`src/rtl/mbx_pkg.sv`:
```
package mbx_pkg;
   typedef enum logic [1:0] {
      SEL_STAT = 2'd0,
      SEL_WD0  = 2'd1,
      SEL_WD1  = 2'd2,
      SEL_VER  = 2'd3
   } mbx_sel_t;

   localparam int unsigned BUSY_POS = 31;
   localparam int unsigned FAIL_POS = 30;
   localparam int unsigned PEND_POS = 29;
endpackage

```
`src/rtl/mbx_decode.sv`:
```
module mbx_decode #(
   parameter int unsigned    ADDR_W    = 32,
   parameter logic [ADDR_W-1:0] BASE_ADDR = 32'h1FFF_0000
) (
   input  logic [ADDR_W-1:0] addr,
   input  logic              wr,
   output logic              hit,
   output mbx_pkg::mbx_sel_t sel,
   output logic              wr_stat,
   output logic              wr_wd0,
   output logic              wr_wd1,
   output logic              wr_ver
);
   import mbx_pkg::*;

   localparam int unsigned OFS_W = 4;

   generate
      if (BASE_ADDR[OFS_W-1:0] != '0) begin : g_bad_base
         $error("mbx_decode: BASE_ADDR must be 16-byte aligned");
      end
   endgenerate

   always_comb begin
      hit     = (addr[ADDR_W-1:OFS_W] == BASE_ADDR[ADDR_W-1:OFS_W]);
      sel     = mbx_sel_t'(addr[3:2]);
      wr_stat = wr && hit && (sel == SEL_STAT);
      wr_wd0  = wr && hit && (sel == SEL_WD0);
      wr_wd1  = wr && hit && (sel == SEL_WD1);
      wr_ver  = wr && hit && (sel == SEL_VER);
   end
endmodule

```
`src/rtl/mbx_ctrl.sv`:
```
module mbx_ctrl #(
   parameter int unsigned CMD_W  = 8,
   parameter bit          IRQ_EN = 1'b1
) (
   input  logic             clk,
   input  logic             rst_n,
   input  logic             cmd_wr,
   input  logic             ver_wr,
   input  logic [CMD_W-1:0] cmd_in,
   input  logic             done,
   input  logic             err_in,
   output logic             busy,
   output logic             fail,
   output logic             pend,
   output logic [CMD_W-1:0] cmd,
   output logic             start,
   output logic             finish
);
   logic accept;

   assign accept = cmd_wr && !busy;
   assign finish = done && busy;

   always_ff @(posedge clk) begin
      if (!rst_n) begin
         busy  <= 1'b0;
         fail  <= 1'b0;
         cmd   <= '0;
         start <= 1'b0;
      end else begin
         start <= accept;
         if (accept) begin
            busy <= 1'b1;
            fail <= 1'b0;
            cmd  <= cmd_in;
         end else if (finish) begin
            busy <= 1'b0;
            fail <= err_in;
         end
      end
   end

   generate
      if (IRQ_EN) begin : g_irq
         always_ff @(posedge clk) begin
            if (!rst_n)      pend <= 1'b0;
            else if (finish) pend <= 1'b1;
            else if (ver_wr) pend <= 1'b0;
         end

         irq_set_chk: assert property (@(posedge clk) disable iff (!rst_n)
            finish |=> pend);
      end else begin : g_no_irq
         assign pend = 1'b0;
      end
   endgenerate


   busy_set_chk: assert property (@(posedge clk) disable iff (!rst_n)
      (cmd_wr && !busy) |=> (busy && start));

   start_pulse_chk: assert property (@(posedge clk) disable iff (!rst_n)
      start |=> !start);

   no_retrigger_chk: assert property (@(posedge clk) disable iff (!rst_n)
      (cmd_wr && busy) |=> (!start && $stable(cmd)));

   done_clear_chk: assert property (@(posedge clk) disable iff (!rst_n)
      (done && busy) |=> !busy);
endmodule

```
`src/rtl/mbx_words.sv`:
```
module mbx_words #(
   parameter int unsigned DATA_W = 32
) (
   input  logic              clk,
   input  logic              rst_n,
   input  logic              wr0,
   input  logic              wr1,
   input  logic [DATA_W-1:0] wdata,
   input  logic              busy,
   input  logic              finish,
   input  logic [DATA_W-1:0] res0,
   input  logic [DATA_W-1:0] res1,
   output logic [DATA_W-1:0] word0,
   output logic [DATA_W-1:0] word1
);
   always_ff @(posedge clk) begin
      if (!rst_n) begin
         word0 <= '0;
         word1 <= '0;
      end else if (finish) begin
         word0 <= res0;
         word1 <= res1;
      end else if (!busy) begin
         if (wr0) word0 <= wdata;
         if (wr1) word1 <= wdata;
      end
   end


   args_hold_chk: assert property (@(posedge clk) disable iff (!rst_n)
      (busy && !finish) |=> ($stable(word0) && $stable(word1)));

   result_take_chk: assert property (@(posedge clk) disable iff (!rst_n)
      finish |=> (word0 == $past(res0) && word1 == $past(res1)));
endmodule

```
`src/rtl/cmd_mailbox.sv`:
```
module cmd_mailbox #(
   parameter int unsigned       ADDR_W     = 32,
   parameter int unsigned       DATA_W     = 32,
   parameter int unsigned       CMD_W      = 8,
   parameter logic [ADDR_W-1:0] BASE_ADDR  = 32'h1FFF_0000,
   parameter logic [DATA_W-1:0] HW_VERSION = 32'h4D42_0001,
   parameter bit                IRQ_EN     = 1'b1
) (
   input  logic              clk,
   input  logic              rst_n,
   input  logic              host_wr,
   input  logic [ADDR_W-1:0] host_addr,
   input  logic [DATA_W-1:0] host_wdata,
   output logic [DATA_W-1:0] host_rdata,
   output logic              ctl_start,
   output logic [CMD_W-1:0]  ctl_cmd,
   output logic [DATA_W-1:0] ctl_arg0,
   output logic [DATA_W-1:0] ctl_arg1,
   input  logic              ctl_done,
   input  logic              ctl_error,
   input  logic [DATA_W-1:0] ctl_res0,
   input  logic [DATA_W-1:0] ctl_res1,
   output logic              irq
);
   import mbx_pkg::*;

   generate
      if (DATA_W != 32) begin : g_bad_data
         $error("cmd_mailbox: status layout needs DATA_W == 32");
      end
      if (CMD_W < 1 || CMD_W > 8) begin : g_bad_cmd
         $error("cmd_mailbox: CMD_W must be 1..8");
      end
   endgenerate

   logic     hit, wr_stat, wr_wd0, wr_wd1, wr_ver;
   logic     busy, fail, pend, finish;
   mbx_sel_t sel;

   mbx_decode #(.ADDR_W(ADDR_W), .BASE_ADDR(BASE_ADDR)) u_dec (
      .addr(host_addr), .wr(host_wr), .hit(hit), .sel(sel),
      .wr_stat(wr_stat), .wr_wd0(wr_wd0), .wr_wd1(wr_wd1), .wr_ver(wr_ver)
   );

   mbx_ctrl #(.CMD_W(CMD_W), .IRQ_EN(IRQ_EN)) u_ctl (
      .clk(clk), .rst_n(rst_n), .cmd_wr(wr_stat), .ver_wr(wr_ver),
      .cmd_in(host_wdata[CMD_W-1:0]), .done(ctl_done), .err_in(ctl_error),
      .busy(busy), .fail(fail), .pend(pend), .cmd(ctl_cmd),
      .start(ctl_start), .finish(finish)
   );

   mbx_words #(.DATA_W(DATA_W)) u_wds (
      .clk(clk), .rst_n(rst_n), .wr0(wr_wd0), .wr1(wr_wd1),
      .wdata(host_wdata), .busy(busy), .finish(finish),
      .res0(ctl_res0), .res1(ctl_res1), .word0(ctl_arg0), .word1(ctl_arg1)
   );

   assign irq = pend;

   always_comb begin
      host_rdata = '0;
      if (hit) begin
         unique case (sel)
            SEL_STAT: begin
               host_rdata[BUSY_POS]  = busy;
               host_rdata[FAIL_POS]  = fail;
               host_rdata[PEND_POS]  = pend;
               host_rdata[CMD_W-1:0] = ctl_cmd;
            end
            SEL_WD0: host_rdata = ctl_arg0;
            SEL_WD1: host_rdata = ctl_arg1;
            SEL_VER: host_rdata = HW_VERSION;
            default: host_rdata = '0;
         endcase
      end
   end


   idle_done_chk: assert property (@(posedge clk) disable iff (!rst_n)
      (ctl_done && !busy && !wr_stat && !wr_wd0 && !wr_wd1) |=>
         ($stable(ctl_arg0) && $stable(ctl_arg1) && !busy));

   err_clear_chk: assert property (@(posedge clk) disable iff (!rst_n)
      (wr_stat && !busy) |=> !fail);
endmodule

```
`config.mk`:
```
export PLATFORM = sky130hd
export DESIGN_NAME = cmd_mailbox
export DESIGN_NICKNAME = d
export VERILOG_FILES = /design/src/rtl/mbx_pkg.sv /design/src/rtl/mbx_decode.sv /design/src/rtl/mbx_ctrl.sv /design/src/rtl/mbx_words.sv /design/src/rtl/cmd_mailbox.sv
export SDC_FILE = /design/constraint.sdc
export NUM_CORES = 1
export LEC_CHECK = 0
export CAP_MARGIN = 20
export CORE_UTILIZATION = 27
export DETAILED_ROUTE_END_ITERATION = 8
export SKIP_LAST_GASP = 1
export SLEW_MARGIN = 20
export SYNTH_ARGS = -nofsm -noshare
export SYNTH_HDL_FRONTEND = slang
export SYNTH_SLANG_ARGS = --single-unit
```
`constraint.sdc`:
```
create_clock -name clk -period 1.85 [get_ports clk]
set_input_delay 0.185 -clock clk [delete_from_list [all_inputs] [get_ports clk]]
set_output_delay 0.185 -clock clk [all_outputs]
set_load 0.01 [all_outputs]
```
# Word-level counts from Yosys, hierarchy flattened

Cells that the tools add are included.

Input bits: 133
Bits in registers: 76

Bitwise logic cells: 1
Reductions and logical operators: 16
Equal/unequal tests: 5
Muxes and demuxes: 14

Operator list:

| cell                                                                    | number |
|---|---|
| 32-bit two-way mux                                                      | 7 |
| 21-bit case mux with 3 select lines                                     | 1 |
| 8-bit case mux with 4 select lines                                      | 1 |
| 28-bit by 25-bit equality test with 1-bit output, second input constant | 1 |
| 3-bit case mux with 4 select lines                                      | 1 |
| 2-bit nonzero test                                                      | 4 |
| 1-bit logical AND                                                       | 7 |
| 2-bit equality test, second input constant                              | 2 |
| 1-bit two-way mux                                                       | 4 |
| 2-bit AND reduction                                                     | 2 |
| 2-bit by 1-bit equality test with 1-bit output, second input constant   | 1 |
| 2-bit zero test                                                         | 1 |
| 2-bit inequality test, second input constant                            | 1 |
| 2-bit OR reduction                                                      | 1 |
| 1-bit zero test                                                         | 1 |
| 1-bit inverter                                                          | 1 |

# Logic depth before layout (Yosys ltp)

Depth in word-level cells: 6
Gate-level depth with buffers: 8
Depth with buffers taken out: 5

# Modules after synthesis

A second synthesis with hierarchy kept.

Cells, all modules: 505
Area, all modules: 4,543.1 µm²

Modules (own cells, without submodules):

| module      | cells an instance | times used | area each (µm²) |
|---|---|---|---|
| mbx_words   | 329               | 1          | 3,116.7 |
| cmd_mailbox | 104               | 1          | 778.2 |
| mbx_ctrl    | 51                | 1          | 455.4 |
| mbx_decode  | 21                | 1          | 192.7 |

# Worst setup path after synthesis

No wires, ideal clock.

Path kind: input to register
Start: input port host_addr[5]
End: register u_wds.word1[0]
Stages: 6
Buffers on the path: 1
Arrival: 1,633 ps
Slack: 145 ps
Setup time: 72 ps
Cells stage by stage: nor4_1 nand4_1 nand3b_4 o31ai_4 buf_6 mux2i_1

Word-level cells in the longest chain between the ends: 5

RTL lines:

| what                                             | RTL line          | source |
|---|---|---|
| start, declared                                  | cmd_mailbox.sv:12 | `input logic [ADDR_W-1:0] host_addr,` |
| 28-bit by 25-bit equality test with 1-bit output | mbx_decode.sv:25  | `hit = (addr[ADDR_W-1:OFS_W] == BASE_ADDR[ADDR_W-1:OFS_W]);` |
| 1-bit logical AND (2 in a row)                   | mbx_decode.sv:29  | `wr_wd1 = wr && hit && (sel == SEL_WD1);` |
| 2-bit nonzero test (no source line)              | n/a               |  |
| 2-bit AND reduction (no source line)             | n/a               |  |
| end signal, assigned                             | mbx_words.sv:22   | `word1 <= res1;` |
| end signal, assigned                             | mbx_words.sv:25   | `if (wr1) word1 <= wdata;` |
| end, declared                                    | mbx_words.sv:14   | `output logic [DATA_W-1:0] word1` |

Every way passes these cells.
A chain may end at the register's enable or synchronous reset.

# Final worst setup path

Start: input port host_addr[29]
End: output port host_rdata[3]

Word-level cells in the longest chain between the ends: 2

RTL lines:

| what                                             | RTL line          | source |
|---|---|---|
| 28-bit by 25-bit equality test with 1-bit output | mbx_decode.sv:25  |  |
| 32-bit two-way mux                               | cmd_mailbox.sv:62 | `if (hit) begin` |
| end, declared                                    | cmd_mailbox.sv:14 | `output logic [DATA_W-1:0] host_rdata,` |

Every way passes these cells.

==> results by group <==
Die
  – Die area: 0.0161 mm^2
  – Die span in x: 127 um
  – Starting Density: 0.277
  – Core Area: 0.0152 mm^2
  – # rows: 45
  – I/O Pins: 239
  – Height of the die: 127 um

Cells and area
  – Synthesis-to-layout area growth: 76.7%
  – Util after Layout: 0.490
  – Layout Nets: 998
  – Ratio of cells with drive above 1 in the final layout: 0.142
  – Most common cell after layout, fill and taps aside: nand2_1
  – Antenna Cells: 0
  – Most frequent cells in the layout: nand2_1 (278), clkdlybuf4s50_1 (174), dfxtp_1 (76)

STA
  – Fin crit share: 0.952
  – Final Hold Viols: 0
  – Clk_skew: 0.00558 ns
  – Final worst path period need: 1.76 ns
  – Setup violators final: 0
  – Tightest Pin Transition: 0.337 ns
  – RSZ-0062 raised after global routing: no
  – Slew headroom: 0.775
  – Max Slew Vio Count: 0
  – Max Freq: 568 MHz

Worst hold path
  – Hold crit path type: in -> reg
  – Hold Path Depth: 4

Worst setup path
  – Worst path max stage delay: 0.38 ns
  – Crit path max-delay family: buffers and inverters
  – CP Data Arrival Time: 1.58 ns
  – CP cell instances: clkdlybuf4s50_1, and4b_2, nand3b_4, buf_4, buf_12, nor2_1, buf_2
  – CP startpoint kind: primary input
  – WP depth: 7
  – Worst-path fanout max: 16
  – Worst Path Required: 1.66 ns
  – Worst path bufs/invs: 4
  – R2R cell count: 7
  – Nature of the critical path endpoint: output pin
  – Setup CP Type: in -> out
  – Crit-path slowest cell: clkdlybuf4s50_1

Placed design
  – Number of buffers added on ports: 236
  – Placer Congestion: 0.795
  – Post-detail-place hpwl: 11,500 um

Clock network
  – Clock Pin Slew Worst Setup and Hold Paths: 0.06 ns
  – Hold Buf Count CTS: 0
  – TritonCTS Buffers: 9
  – Clock Tree Root: clkbuf_16
  – CTS max path bufs: 2
  – Clk_lat worst skew: 0.33 ns
  – CTS tree: built
  – Num Clock Sinks: 76
  – CTS HTree Levels: 3

Yosys
  – Mapped Area: 0.00422 mm^2
  – Syn Nets: 754
  – Yosys cell types: 29
  – FF+latch count, synth: 76
  – Post-synthesis cell count: 621
  – Mean area per synthesized cell: 6.79 um^2
  – Yosys Warn Count: 0
  – Sequential share of the synthesized area: 0.361

Routing
  – Vias: 4,922
  – Router iterations before antenna repair: 4
  – DR iter-0 viols: 268
  – Antenna Violating Nets Remaining: 0
  – Remaining routing DRC violations: 0
  – DR WL/cell: 15.1 um
  – Vias/cell: 4.66
  – Final WL: 16,000 um

Global route
  – Vias in the first global route: 4,674
  – Total grt overflow: 0
  – Largest net degree at the start of global routing: 78
  – Antenna violations before repair: 0
  – GRT Resource Usage Total: 0.202
  – First-pass GRT wire length: 25,200 um

Outcome
  – Outcome: finished, final reports clean

Power and ir drop
  – Lkg Pwr: 2.95 nW
  – Pwr/cell area: 509 mW/mm^2
  – Tot Pwr: 0.00379 W
  – Max rail drop VDD: 0.405 mV

Job
  – Max-Cap Viols: 0
[power by group]
| group | leakage, nW | total (W) | internal (W) | switching (W) |
|---|---|---|---|---|
| logic | 2.21 | 0.000497 | 0.000298 | 0.000199 |
| clock network | 0.134 | 0.00166 | 0.00100 | 0.000654 |
| registers | 0.612 | 0.00164 | 0.00164 | 0.00000000000126 |
[final cells by class]
cell class	instances	area [um^2]
sequential	76	1520
clock buffer	13	270
fill	1563	7750
multi-input combinational	496	2570
tap	188	235
timing repair buffer	282	2840
clock inverter	1	7.51
[timing repair]
action                                  4_1_cts  5_1_grt
setup buffers                                 9        2
cloned                                        4        0
pin swaps                                    14        8
gates resized for setup                     197       12
endpoints found under the setup margin       74       72
[worst paths after layout]
path	from	endpoint	slack, ns
worst min-delay path	rst_n	u_wds.word1[14]	0.37
worst max-delay path	host_addr[29]	host_rdata[3]	0.09
worst min register to register	u_wds.word0[29]	u_wds.word0[29]	0.47
worst max register to register	u_ctl.busy	u_wds.word1[21]	0.28
[cell families after synthesis]
| group | count (synthesis) | share of synthesized area |
|---|---|---|
| and+or+nand+nor | 370 | 0.358 |
| DFF | 76 | 0.361 |
| AOI/OAI and AO/OA | 74 | 0.107 |
| muxes | 52 | 0.124 |
| buffers and inverters | 49 | 0.0507 |
[layer usage]
layer	global-route usage	vias up	share of wire
met2	0.330	182	0.46
met5	0	-	0
li1	-	2522	-
met4	0.0637	0	0.012
met3	0.0540	14	0.077
met1	0.257	2204	0.45
[stage by stage]
stage / cell area, um^2 / TNS (ns) / worst slack, ns / hold slack (ns) / instances
floorplan: 4220 / 0 / 0.145 / 0.316 / 621
global placement: 7010 / -50.05 / -0.634 / 0.454 / 1028
detailed placement: 7010 / -50.55 / -0.635 / 0.457 / 1028
CTS: 7430 / 0 / 0.000401 / 0.365 / 1055
global route: 7450 / 0 / 0.00270 / 0.394 / 1056
finish: 7450 / 0 / 0.0891 / 0.369 / 1056
[synth_stat cells]
master | count | share of area
a21oi_1 | 14 | 0.017
nand3b_4 | 1 | 0.0047
nand2_1 | 278 | 0.25
buf_2 | 6 | 0.0071
nor3b_1 | 1 | 0.0018
nor2b_1 | 3 | 0.0045
dfxtp_1 | 76 | 0.36
o22ai_1 | 2 | 0.0030
buf_1 | 3 | 0.0027
or2_2 | 1 | 0.0015
o21a_1 | 1 | 0.0018
o31ai_4 | 2 | 0.010
clkbuf_1 | 37 | 0.033
nand4b_1 | 2 | 0.0042
nor3_1 | 1 | 0.0012
and4b_1 | 2 | 0.0047
o21ai_0 | 35 | 0.042
a21boi_0 | 1 | 0.0018
nor2_1 | 38 | 0.034
mux2_2 | 2 | 0.0053
a22oi_1 | 16 | 0.028
buf_6 | 3 | 0.0080
mux2i_1 | 50 | 0.12
nand2b_1 | 2 | 0.0030
and2_1 | 1 | 0.0015
nand3_1 | 34 | 0.040
nor4_1 | 4 | 0.0059
o21ai_1 | 3 | 0.0036
nand4_1 | 2 | 0.0030
[sequential cells by signal, summed over array words and instances (netlist names)]
register and count:
u_ctl.fail 1, u_ctl.start 1, u_ctl.pend 1, u_ctl.busy 1, u_wds.word0 32, u_ctl.cmd 8
u_wds.word1 32
[worst min-delay path, cell delays in order]
cell and delay, ns:
buf_4 0.13, buf_12 0.19, nand2_1 0.08, mux2i_1 0.06
Power figures use the tool's default switching activity.
